$ cat src/rtl/ata_tf_pkg.sv
`timescale 1ns/1ps
package ata_tf_pkg;
    localparam int ADDR_W = 3;
    localparam int BYTE_W = 8;
    localparam int WORD_W = 16;

    localparam logic [ADDR_W-1:0] OFS_DATA  = 3'd0;
    localparam logic [ADDR_W-1:0] OFS_FTERR = 3'd1;
    localparam logic [ADDR_W-1:0] OFS_SECT  = 3'd2;
    localparam logic [ADDR_W-1:0] OFS_LBA0  = 3'd3;
    localparam logic [ADDR_W-1:0] OFS_LBA1  = 3'd4;
    localparam logic [ADDR_W-1:0] OFS_LBA2  = 3'd5;
    localparam logic [ADDR_W-1:0] OFS_DEV   = 3'd6;
    localparam logic [ADDR_W-1:0] OFS_CMDST = 3'd7;

    localparam int ST_BSY_B  = 7;
    localparam int ST_RDY_B  = 6;
    localparam int ST_FLT_B  = 5;
    localparam int ST_DRQ_B  = 3;
    localparam int ST_ERR_B  = 0;

    localparam logic [BYTE_W-1:0] ERRB_ABORT = 8'h04;
    localparam int DEV_SEL_B = 4;

    localparam logic [BYTE_W-1:0] OPC_IDENT = 8'hEC;
    localparam logic [BYTE_W-1:0] OPC_FLUSH = 8'hE7;

    typedef enum logic [1:0] {
        ENG_IDLE  = 2'd0,
        ENG_PIOIN = 2'd1,
        ENG_FLUSH = 2'd2
    } eng_state_e;

    typedef struct packed {
        logic [ADDR_W-1:0] addr;
        logic              wr;
        logic              rd;
        logic [BYTE_W-1:0] wdata;
    } host_req_t;

    typedef struct packed {
        logic [BYTE_W-1:0] sect;
        logic [BYTE_W-1:0] lba0;
        logic [BYTE_W-1:0] lba1;
        logic [BYTE_W-1:0] lba2;
        logic [BYTE_W-1:0] dev;
    } taskfile_t;

    function automatic logic [WORD_W-1:0] id_word(input int unsigned k);
        logic [7:0] b;
        b = 8'(k);
        return {b ^ 8'h5A, ~b};
    endfunction
endpackage

$ cat src/rtl/ata_id_rom.sv
`timescale 1ns/1ps
module ata_id_rom
    import ata_tf_pkg::*;
#(
    parameter int WORDS = 256,
    localparam int IDX_W = (WORDS > 1) ? $clog2(WORDS) : 1
) (
    input  logic [IDX_W-1:0]  idx,
    output logic [WORD_W-1:0] word
);
    always_comb word = id_word(32'(idx));
endmodule

$ cat src/rtl/ata_taskfile_regs.sv
`timescale 1ns/1ps
module ata_taskfile_regs
    import ata_tf_pkg::*;
(
    input  logic              clk,
    input  logic              rst,
    input  host_req_t         req,
    input  logic              lock,
    output taskfile_t         tf,
    output logic              cmd_stb,
    output logic [BYTE_W-1:0] cmd_code
);
    logic wr_ok;
    assign wr_ok    = req.wr && !lock;
    assign cmd_stb  = wr_ok && (req.addr == OFS_CMDST);
    assign cmd_code = req.wdata;

    always_ff @(posedge clk) begin
        if (rst) begin
            tf <= '0;
        end else if (wr_ok) begin
            case (req.addr)
                OFS_SECT: tf.sect <= req.wdata;
                OFS_LBA0: tf.lba0 <= req.wdata;
                OFS_LBA1: tf.lba1 <= req.wdata;
                OFS_LBA2: tf.lba2 <= req.wdata;
                OFS_DEV:  tf.dev  <= req.wdata;
                default:  ;
            endcase
        end
    end

    // a locked write leaves every task file byte as it was
    p_locked_write_hold_r9: assert property (@(posedge clk) disable iff (rst)
        (lock && req.wr) |=> $stable(tf));

    // an unlocked write to a holding offset lands in that register
    p_sect_write_r2: assert property (@(posedge clk) disable iff (rst)
        (wr_ok && req.addr == OFS_SECT) |=> (tf.sect == $past(req.wdata)));
endmodule

$ cat src/rtl/ata_cmd_engine.sv
`timescale 1ns/1ps
module ata_cmd_engine
    import ata_tf_pkg::*;
#(
    parameter int WORDS = 256,
    localparam int IDX_W = (WORDS > 1) ? $clog2(WORDS) : 1,
    localparam logic [IDX_W-1:0] LAST_IDX = IDX_W'(WORDS - 1)
) (
    input  logic              clk,
    input  logic              rst,
    input  logic              cmd_stb,
    input  logic [BYTE_W-1:0] cmd_code,
    input  logic              dev_sel1,
    input  logic              data_rd,
    input  logic              stat_rd,
    input  logic              flush_done,
    output logic [BYTE_W-1:0] status,
    output logic [BYTE_W-1:0] error,
    output logic              irq,
    output logic              lock,
    output logic              in_xfer,
    output logic [IDX_W-1:0]  word_idx
);
    eng_state_e state, state_n;
    logic [IDX_W-1:0] idx_n;
    logic abort, abort_n, irq_set;

    always_comb begin
        state_n = state;
        idx_n   = word_idx;
        abort_n = abort;
        irq_set = 1'b0;
        case (state)
            ENG_IDLE: if (cmd_stb) begin
                irq_set = 1'b1;
                if (dev_sel1 || (cmd_code != OPC_IDENT && cmd_code != OPC_FLUSH)) begin
                    abort_n = 1'b1;
                end else begin
                    abort_n = 1'b0;
                    if (cmd_code == OPC_IDENT) begin
                        state_n = ENG_PIOIN;
                        idx_n   = '0;
                    end else begin
                        state_n = ENG_FLUSH;
                        irq_set = 1'b0;
                    end
                end
            end
            ENG_PIOIN: if (data_rd) begin
                if (word_idx == LAST_IDX) begin
                    state_n = ENG_IDLE;
                    idx_n   = '0;
                end else begin
                    idx_n = word_idx + 1'b1;
                end
            end
            ENG_FLUSH: if (flush_done) begin
                state_n = ENG_IDLE;
                irq_set = 1'b1;
            end
            default: state_n = ENG_IDLE;
        endcase
    end

    always_ff @(posedge clk) begin
        if (rst) begin
            state    <= ENG_IDLE;
            word_idx <= '0;
            abort    <= 1'b0;
            irq      <= 1'b0;
        end else begin
            state    <= state_n;
            word_idx <= idx_n;
            abort    <= abort_n;
            if (irq_set)      irq <= 1'b1;
            else if (stat_rd) irq <= 1'b0;
        end
    end

    always_comb begin
        status           = '0;
        status[ST_RDY_B] = 1'b1;
        status[ST_BSY_B] = (state == ENG_FLUSH);
        status[ST_DRQ_B] = (state == ENG_PIOIN);
        status[ST_ERR_B] = abort;
        error            = abort ? ERRB_ABORT : '0;
    end

    assign lock    = (state != ENG_IDLE);
    assign in_xfer = (state == ENG_PIOIN);

    // busy and data request exclusive, no fault
    p_bsy_drq_excl_r3: assert property (@(posedge clk) disable iff (rst)
        !(status[ST_BSY_B] && status[ST_DRQ_B]) && !status[ST_FLT_B]);

    // a status read with no simultaneous event drops the interrupt
    p_stat_read_clears_r8: assert property (@(posedge clk) disable iff (rst)
        (stat_rd && !(state == ENG_IDLE && cmd_stb)
                 && !(state == ENG_FLUSH && flush_done)) |=> !irq);

    // flush holds busy until its completion pulse
    p_flush_hold_r6: assert property (@(posedge clk) disable iff (rst)
        (state == ENG_FLUSH && !flush_done) |=> status[ST_BSY_B]);

    // completion pulse ends the flush with interrupt
    p_flush_done_r6: assert property (@(posedge clk) disable iff (rst)
        (state == ENG_FLUSH && flush_done) |=> (!status[ST_BSY_B] && irq));

    // command to device 1 aborts
    p_dev1_abort_r7: assert property (@(posedge clk) disable iff (rst)
        (state == ENG_IDLE && cmd_stb && dev_sel1) |=>
            (error == ERRB_ABORT && status[ST_ERR_B] && irq));

    // word position stays inside the identification block
    p_idx_range_r4: assert property (@(posedge clk) disable iff (rst)
        (32'(word_idx) < WORDS));
endmodule

$ cat src/rtl/ata_regfile.sv
`timescale 1ns/1ps
module ata_regfile
    import ata_tf_pkg::*;
#(
    parameter int ID_WORDS = 256,
    localparam int IDX_W = (ID_WORDS > 1) ? $clog2(ID_WORDS) : 1
) (
    input  logic                clk,
    input  logic                rst,
    input  logic [ADDR_W-1:0]   bus_addr,
    input  logic                bus_wr,
    input  logic                bus_rd,
    input  logic [BYTE_W-1:0]   bus_wdata,
    output logic [WORD_W-1:0]   bus_rdata,
    output logic                irq,
    input  logic                flush_done
);
    host_req_t         req;
    taskfile_t         tf;
    logic              lock, in_xfer, cmd_stb;
    logic [BYTE_W-1:0] cmd_code, status, error;
    logic [IDX_W-1:0]  word_idx;
    logic [WORD_W-1:0] rom_word;

    assign req = '{addr: bus_addr, wr: bus_wr, rd: bus_rd, wdata: bus_wdata};

    ata_taskfile_regs u_regs (
        .clk(clk), .rst(rst), .req(req), .lock(lock),
        .tf(tf), .cmd_stb(cmd_stb), .cmd_code(cmd_code)
    );

    ata_cmd_engine #(.WORDS(ID_WORDS)) u_eng (
        .clk(clk), .rst(rst),
        .cmd_stb(cmd_stb), .cmd_code(cmd_code),
        .dev_sel1(tf.dev[DEV_SEL_B]),
        .data_rd(req.rd && req.addr == OFS_DATA),
        .stat_rd(req.rd && req.addr == OFS_CMDST),
        .flush_done(flush_done),
        .status(status), .error(error), .irq(irq),
        .lock(lock), .in_xfer(in_xfer), .word_idx(word_idx)
    );

    ata_id_rom #(.WORDS(ID_WORDS)) u_rom (
        .idx(word_idx), .word(rom_word)
    );

    always_comb begin
        case (bus_addr)
            OFS_DATA:  bus_rdata = in_xfer ? rom_word : '0;
            OFS_FTERR: bus_rdata = {8'h00, error};
            OFS_SECT:  bus_rdata = {8'h00, tf.sect};
            OFS_LBA0:  bus_rdata = {8'h00, tf.lba0};
            OFS_LBA1:  bus_rdata = {8'h00, tf.lba1};
            OFS_LBA2:  bus_rdata = {8'h00, tf.lba2};
            OFS_DEV:   bus_rdata = {8'h00, tf.dev};
            default:   bus_rdata = {8'h00, status};
        endcase
    end

    // the data port is silent outside the identification phase
    p_data_idle_zero_r11: assert property (@(posedge clk) disable iff (rst)
        (!in_xfer && bus_addr == OFS_DATA) |-> (bus_rdata == '0));
endmodule

$ cat config.mk
export PLATFORM = sky130hd
export DESIGN_NAME = ata_regfile
export DESIGN_NICKNAME = d
export VERILOG_FILES = /design/src/rtl/ata_tf_pkg.sv /design/src/rtl/ata_id_rom.sv /design/src/rtl/ata_taskfile_regs.sv /design/src/rtl/ata_cmd_engine.sv /design/src/rtl/ata_regfile.sv
export SDC_FILE = /design/constraint.sdc
export NUM_CORES = 1
export LEC_CHECK = 0
export BUFFER_PORTS_ARGS = -buffer_cell sky130_fd_sc_hd__buf_4
export CORE_ASPECT_RATIO = 0.6
export CORE_UTILIZATION = 35
export DETAILED_ROUTE_END_ITERATION = 6
export PLACE_DENSITY = 0.57
export SETUP_SLACK_MARGIN = 0.4
export SLEW_MARGIN = 30
export SYNTH_ARGS = -nofsm -noshare
export SYNTH_HDL_FRONTEND = slang
export SYNTH_SLANG_ARGS = --single-unit
export TNS_END_PERCENT = 5
$ cat constraint.sdc
create_clock -name clk -period 2.4 [get_ports clk]
set_input_delay 0.48 -clock clk [delete_from_list [all_inputs] [get_ports clk]]
set_output_delay 0.48 -clock clk [all_outputs]
set_load 0.05 [all_outputs]
==> out/metrics.csv, run 1 <==
stage,metric,value,unit
sta,slew margin rel.,58.81,%
clocking,hold_buf cts,0,
detailed_routing,First DRT Iteration DRCs,199,
finish,fin nets,361,
finish,area delta synth->final,32.94,%
synthesis,syn nets,319,
pwr,Combinational Power Share,12.1,%
critical_path,kind of critical path,primary input to primary output,
synthesis,"Cell Area, Synth",2681,um2
sta,minimum clock period,2039,ps
placement,Final GP Congestion,0.8430,
sta,max frequency,0.4904,GHz
finish,share of layout cells above drive strength 1,28.70,%
finish,# fillers,717,
detailed_routing,DRC,0,
synthesis,"share of synthesized cell area in and, or, nand and nor gates",22.96,%
detailed_routing,final WL,7975,um
synthesis,ys flop type,dfxtp_1,
detailed_routing,vias,2400,
pwr,Seq pwr share,44.9,%
detailed_routing,count of TritonRoute iterations in the first routing pass,5,
die,io pins,33,
sta,Worst Tran Pin Value,611.4,ps
sta,"Slew Viols, Final",0,
synthesis,cell with the most instances after synthesis,dfxtp_1,
detailed_routing,WL per Instance,17.76,um
detailed_routing,Routed Antenna Nets,0,
clocking,Root Driver,clkbuf_16,
critical_path,CP Launch Type,primary input,
critical_path,CP Data Required Time,1920,ps
pwr,Int Pwr,1.513,mW
die,full die area,8027,um2
clocking,worst skew pair latency,300,ps
critical_path,critical path peak fanout,18,
global_route,number of global-route vias before repair,2299,
synthesis,Synth Area in Compound Gates,14.33,%
min_path,Hold Path Origin,flush_done,
synthesis,Cell variety after synth,53,
run_status,status,completed,
pwr,maximum vdd drop,0.2175,mV
synthesis,Commonest cells post-synth,"52 x dfxtp_1, 51 x nor2_1, 46 x mux2i_1",
sta,Setup Skew,4.309,ps
pwr,Leakage Power,1.458,nW
clocking,CTS tree,done,
critical_path,Worst R2R Path Depth,5,
min_path,Worst Hold Endpoint,u_eng.irq$_SDFFE_PP0P_,
global_route,global route overflow,0,
critical_path,Worst setup EP type,primary output,
clocking,H-tree depth,2,
synthesis,post-synthesis area per instance,8.879,um2
synthesis,Yosys top cell area share,38.82,%
die,Starting Density,36.59,%
placement,dpl hpwl,5591,um
die,core area,7327,um2
sta,RSZ-0062 raised after global routing,yes,
sta,TNS Setup,0,ps
sta,Final Hold Violating Endpoints,0,
pwr,Clk pwr share,43.0,%
critical_path,Crit path arrival time,1560,ps
synthesis,YS warnings,0,
die,Die Height,69.80,um
die,Row Count,24,
critical_path,worst r2r src,u_eng.state[0]$_SDFFE_PP0P_,
clocking,Clock transition at path regs,70,ps
synthesis,main combinational cell family by area after synthesis,simple AND/OR/NAND/NOR gates,
synthesis,"EDFF count, synth",0,
placement,dpl cells,437,
synthesis,Synth Register Bits,52,
critical_path,reg2reg setup slack,410,ps
synthesis,synth top area cells,"dfxtp_1 39%, mux2i_1 17%, nor2_1 7.1%",
finish,"Cell Count, Final, Fillers Out",449,
die,Die W,115.0,um
min_path,min-delay worst type,primary input to flop,
synthesis,sequential area share after synthesis,38.82,%
synthesis,mux cell area share after synthesis,20.11,%
detailed_routing,routed vias/inst,5.345,
placement,I/O Buffers,32,
critical_path,reg2reg end,u_eng.word_idx[1]$_SDFFE_PP0P_,
pwr,switching pwr,500.4,uW
global_route,pin count of the biggest net entering global routing,55,
finish,# diodes,0,
global_route,gr usage total,21.62,%
sta,Setup-failing EPs final,0,
synthesis,"Async S/R FF share, synth",0,%
sta,fin crit share,84.96,%
pwr,PwrDens,564.9,nW/um2
synthesis,Yosys top cell by area,dfxtp_1,
pwr,Sw Ratio,24.85,%
global_route,first-pass GRT wire length,12850,um
clocking,Num CTS Buffers,5,
synthesis,post-synthesis cell count,302,
clocking,Clock Sinks,52,
synthesis,XOR/XNOR Fraction of Synth Area,0.3266,%
job,max cap viols,0,
min_path,Worst Hold Path Cells,3,
clocking,Max clock buf depth,2,
synthesis,Synth Area in Adders,0.4666,%
global_route,initial antenna violation count,0,
==> power groups by stage <==
stage | Clock (mW) | Sequential, mW | Combinational, mW
2_1_floorplan | 0 | 0.915 | 0.147
3_3_place_gp | 0 | 0.924 | 0.214
3_5_place_dp | 0 | 0.923 | 0.215
4_1_cts | 0.887 | 0.902 | 0.243
5_1_grt | 0.922 | 0.906 | 0.262
6_report | 0.865 | 0.904 | 0.245
==> logic make-up (layout without fill, tap and decap cells) <==
group                      count (synthesis)  in the layout
adders and majority gates                  1              1
buffers and inverters                     19             62
and+or+nand+nor                          123            123
AOI/OAI and AO/OA                         53             53
DFF                                       52             52
muxes                                     53             53
xor gates and xnor gates                   1              1
==> worst max path at each step <==
stage	startpoint	to	slack (ps)	cells after the start
4_1_cts	u_eng.state[0]$_SDFFE_PP0P_	bus_rdata[4]	360	6
6_report	bus_addr[1]	bus_rdata[6]	360	6
2_1_floorplan	bus_addr[0]	bus_rdata[1]	190	5
5_1_grt	bus_addr[1]	bus_rdata[4]	320	7
3_5_place_dp	bus_addr[1]	bus_rdata[2]	90	5
3_3_place_gp	bus_addr[1]	bus_rdata[2]	140	5
==> worst max-delay path: stages <==
cell	delay (ps)
buf_12	130
mux2_2	350
a221oi_2	220
buf_4	160
o22ai_4	60
buf_6	150
==> timing repair <==
action                                  CTS  global route
cloned                                    1             0
endpoints found under the setup margin   17            17
pin swaps                                 4             3
gates resized for setup                  36             4
buffers inserted                          3             0
==> sequential cells by signal, indices dropped and copies added (netlist names) <==
signal and cells:
u_eng.abort 1, u_eng.irq 1, u_eng.state 2, u_eng.word_idx 8, u_regs.tf 40
==> final cells by class <==
class                      instances  area [um2]  share of cell area [%]
clock buffer                       6       138.9                   3.896
clock inverter                     2       38.79                   1.088
inverter                           2       7.507                  0.2106
multi-input combinational        231        1694                   47.53
sequential                        52        1046                   29.34
tap                              104       130.1                   3.650
timing repair buffer              52       509.2                   14.29
==> cell usage in the layout, fill, tap and decap left out, types with 4 or more instances in the layout <==
master	synthesis	final
dfxtp_1	52	50
a31oi_1	5	5
nand2_1	20	19
nand3_1	7	7
and3_1	8	8
a21oi_1	9	9
buf_6	1	7
mux2_2	7	6
mux2i_1	46	46
o21ai_0	12	10
clkbuf_16	0	5
nor2_2	1	4
nor2_1	51	46
nor3_1	4	4
buf_4	0	38
nand2b_1	5	4
==> layer usage <==
metal / wire (um) / track usage (%) / vias up
met2: 3133 / 27.91 / 62
met4: 75 / 7.937 / 0
li1: - / - / 1180
met5: 0 / 0 / -
met1: 4360 / 34.33 / 1153
met3: 406 / 4.021 / 5
==> through the flow <==
step | power [mW] | setup WS, ps | utilization [%] | instance area (um2) | hold slack [ps]
3_5_place_dp | 1.139 | 90.71 | 43.29 | 3172 | 478.8
3_3_place_gp | 1.137 | 142.4 | 43.29 | 3172 | 473.0
5_1_grt | 2.090 | 320.1 | 48.65 | 3565 | 481.0
6_report | 2.014 | 360.9 | 48.65 | 3565 | 446.8
2_1_floorplan | 1.063 | 194.9 | - | 2781 | 450.1
4_1_cts | 2.032 | 361.5 | 48.50 | 3553 | 445.4
Note: power is estimated with default switching activity, not from simulation.
==> run 2: changes to the inputs <==
--- a/config.mk
+++ b/config.mk
@@ -5,11 +5,12 @@
 export SDC_FILE = /design/constraint.sdc
 export NUM_CORES = 1
 export LEC_CHECK = 0
+export ABC_AREA = 1
 export BUFFER_PORTS_ARGS = -buffer_cell sky130_fd_sc_hd__buf_4
 export CORE_ASPECT_RATIO = 0.6
 export CORE_UTILIZATION = 35
 export DETAILED_ROUTE_END_ITERATION = 6
-export PLACE_DENSITY = 0.57
+export PLACE_DENSITY = 0.59
 export SETUP_SLACK_MARGIN = 0.4
 export SLEW_MARGIN = 30
 export SYNTH_ARGS = -nofsm -noshare
==> constraint.sdc (replaced) <==
create_clock -name clk -period 1.8 [get_ports clk]
set_input_delay 0.36 -clock clk [delete_from_list [all_inputs] [get_ports clk]]
set_output_delay 0.36 -clock clk [all_outputs]
set_load 0.05 [all_outputs]
==> out/metrics.csv, run 2 <==
stage,metric,value,unit
pwr,PwrDens,716.1,nW/um2
synthesis,XOR/XNOR Fraction of Synth Area,0.3271,%
synthesis,Synth Register Bits,52,
detailed_routing,DRC,0,
finish,# diodes,0,
min_path,min-delay worst type,primary input to flop,
detailed_routing,final WL,8751,um
synthesis,Synth Area in Compound Gates,18.46,%
die,Row Count,24,
synthesis,main combinational cell family by area after synthesis,simple AND/OR/NAND/NOR gates,
finish,area delta synth->final,46.78,%
pwr,maximum vdd drop,0.5600,mV
clocking,H-tree depth,2,
detailed_routing,Routed Antenna Nets,0,
finish,# fillers,695,
clocking,Num CTS Buffers,5,
synthesis,Yosys top cell by area,dfxtp_1,
clocking,hold_buf cts,0,
finish,share of layout cells above drive strength 1,33.99,%
sta,final worst slack,-9.155,ps
synthesis,Synth Area in Adders,0.4673,%
pwr,Total Power,2.814,mW
pwr,Leakage Power,1.617,nW
sta,Final Hold Violating Endpoints,0,
global_route,pin count of the biggest net entering global routing,43,
clocking,CTS tree,done,
synthesis,cell with the most instances after synthesis,nor2_1,
detailed_routing,met2 WL,3391,um
die,Starting Density,36.54,%
sta,max frequency,0.5527,GHz
synthesis,post-synthesis area per instance,6.796,um2
global_route,first-pass GRT wire length,13560,um
synthesis,"EDFF count, synth",0,
synthesis,synth top area cells,"dfxtp_1 39%, nor2_1 10%, nand2_1 10%",
synthesis,"share of synthesized cell area in and, or, nand and nor gates",33.55,%
synthesis,mux cell area share after synthesis,0,%
critical_path,Crit path arrival time,1450,ps
synthesis,Yosys top cell area share,38.88,%
finish,"most common cell after layout, fill and taps aside",nand2_1,
global_route,number of global-route vias before repair,2471,
die,Die W,114.9,um
critical_path,CP Data Required Time,1440,ps
die,full die area,8015,um2
sta,Setup Skew,10.98,ps
sta,"Slew Viols, Final",0,
synthesis,YS warnings,0,
synthesis,sequential area share after synthesis,38.88,%
detailed_routing,routed wl met3,763,um
finish,max FFs per register,40,
sta,Hold WS,329.6,ps
placement,dpl hpwl,6412,um
detailed_routing,Post-Route M1 WL,4528,um
die,core area,7327,um2
clocking,Clock transition at path regs,70,ps
synthesis,"Async S/R FF share, synth",0,%
global_route,initial antenna violation count,0,
detailed_routing,WL per Instance,15.63,um
synthesis,ys flop type,dfxtp_1,
detailed_routing,count of TritonRoute iterations in the first routing pass,4,
run_status,status,"complete, but fails checks",
placement,I/O Buffers,32,
synthesis,"Cell Area, Synth",2678,um2
die,Die Height,69.75,um
finish,Largest regs,"u_regs.tf (40), u_eng.word_idx (8), u_eng.state (2)",
clocking,worst skew pair latency,310,ps
finish,most frequent cells in the layout,"66 x nand2_1, 61 x nor2_1, 50 x dfxtp_1",
die,io pins,33,
global_route,global route overflow,0,
clocking,Clock Sinks,52,
synthesis,Commonest cells post-synth,"74 x nor2_1, 71 x nand2_1, 52 x dfxtp_1",
sta,Worst Tran Pin Value,394.2,ps
sta,Setup-failing EPs final,2,
global_route,gr usage total,22.49,%
critical_path,critical path peak fanout,6,
run_status,failing checks,negative setup slack,
sta,RSZ-0062 raised after global routing,yes,
job,max cap viols,0,
finish,fin nets,472,
critical_path,kind of critical path,primary input to primary output,
detailed_routing,First DRT Iteration DRCs,239,
detailed_routing,vias,2865,
placement,dpl cells,546,
detailed_routing,routed vias/inst,5.116,
clocking,Root Driver,clkbuf_16,
sta,slew margin rel.,73.72,%
critical_path,CP Launch Type,primary input,
sta,minimum clock period,1809,ps
critical_path,Worst setup EP type,primary output,
placement,Final GP Congestion,0.9257,
finish,Largest Register,u_regs.tf,
clocking,Max clock buf depth,2,
sta,fin crit share,100.5,%
synthesis,Cell variety after synth,31,
finish,"Cell Count, Final, Fillers Out",560,
detailed_routing,top layer in use,met4,
synthesis,post-synthesis cell count,394,
synthesis,syn nets,411,
==> run 2: cells by family after synthesis <==
group                      after synthesis
xor gates and xnor gates                 1
buffers and inverters                   50
AOI/OAI and AO/OA                       91
DFF                                     52
adders and majority gates                1
and+or+nand+nor                        199
==> run 2: layout make-up <==
class / count / area [um2] / share of cell area (%)
clock buffers: 5 / 125.1 / 3.184
well taps: 104 / 130.1 / 3.311
repair buffers: 70 / 724.4 / 18.43
inverters: 34 / 160.2 / 4.075
flip-flops and latches: 52 / 1046 / 26.62
clock inverters: 3 / 50.05 / 1.273
multi-input cells: 292 / 1694 / 43.11
==> run 2: layer usage <==
layer / global-route usage (%) / vias up
met5: 0 / -
met4: 4.329 / 0
met3: 7.255 / 8
met2: 27.51 / 104
met1: 36.51 / 1328
li1: - / 1425
==> run 2: final timing paths <==
| path | slack (ps) | from | end | cells after the start |
|---|---|---|---|---|
| max | -9 | bus_addr[1] | bus_rdata[4] | 9 |
| min | 330 | rst | u_eng.word_idx[3]$_SDFFE_PP0P_ | 2 |
| max reg2reg | 120 | u_eng.state[0]$_SDFFE_PP0P_ | u_eng.state[1]$_SDFFE_PP0P_ | 10 |
| min reg2reg | 520 | u_regs.tf[30]$_SDFFE_PP0P_ | u_regs.tf[30]$_SDFFE_PP0P_ | 2 |
==> run 2: critical path, stage by stage <==
cell	delay [ps]
buf_12	110
inv_8	40
nor3_4	320
buf_6	160
nand2_1	40
nand2_1	60
inv_1	40
nand4_1	130
buf_6	180
==> run 2: through the flow <==
stage | instance area [um2] | worst slack, ps | utilization (%) | TNS (ps)
6_report | 3930 | -9.155 | 53.64 | -15.77
3_3_place_gp | 3324 | -65.33 | 45.37 | -291.5
4_1_cts | 3771 | -16.01 | 51.47 | -16.01
3_5_place_dp | 3324 | -84.86 | 45.37 | -432.5
5_1_grt | 3930 | -70.94 | 53.64 | -245.9
2_1_floorplan | 2780 | -382.1 | - | -1720
==> run 2: report_power, final <==
part	internal [mW]	switching, mW	leakage [nW]
sequential	1.19	0.0292	0.423
combinational	0.171	0.269	1.11
clock	0.672	0.482	0.0863
total	2.03	0.780	1.62
==> run 2: what timing repair did <==
action	in CTS	in global routing
pin swaps	40	44
setup buffers	3	3
setup endpoints to repair	66	67
gates resized for setup	74	49
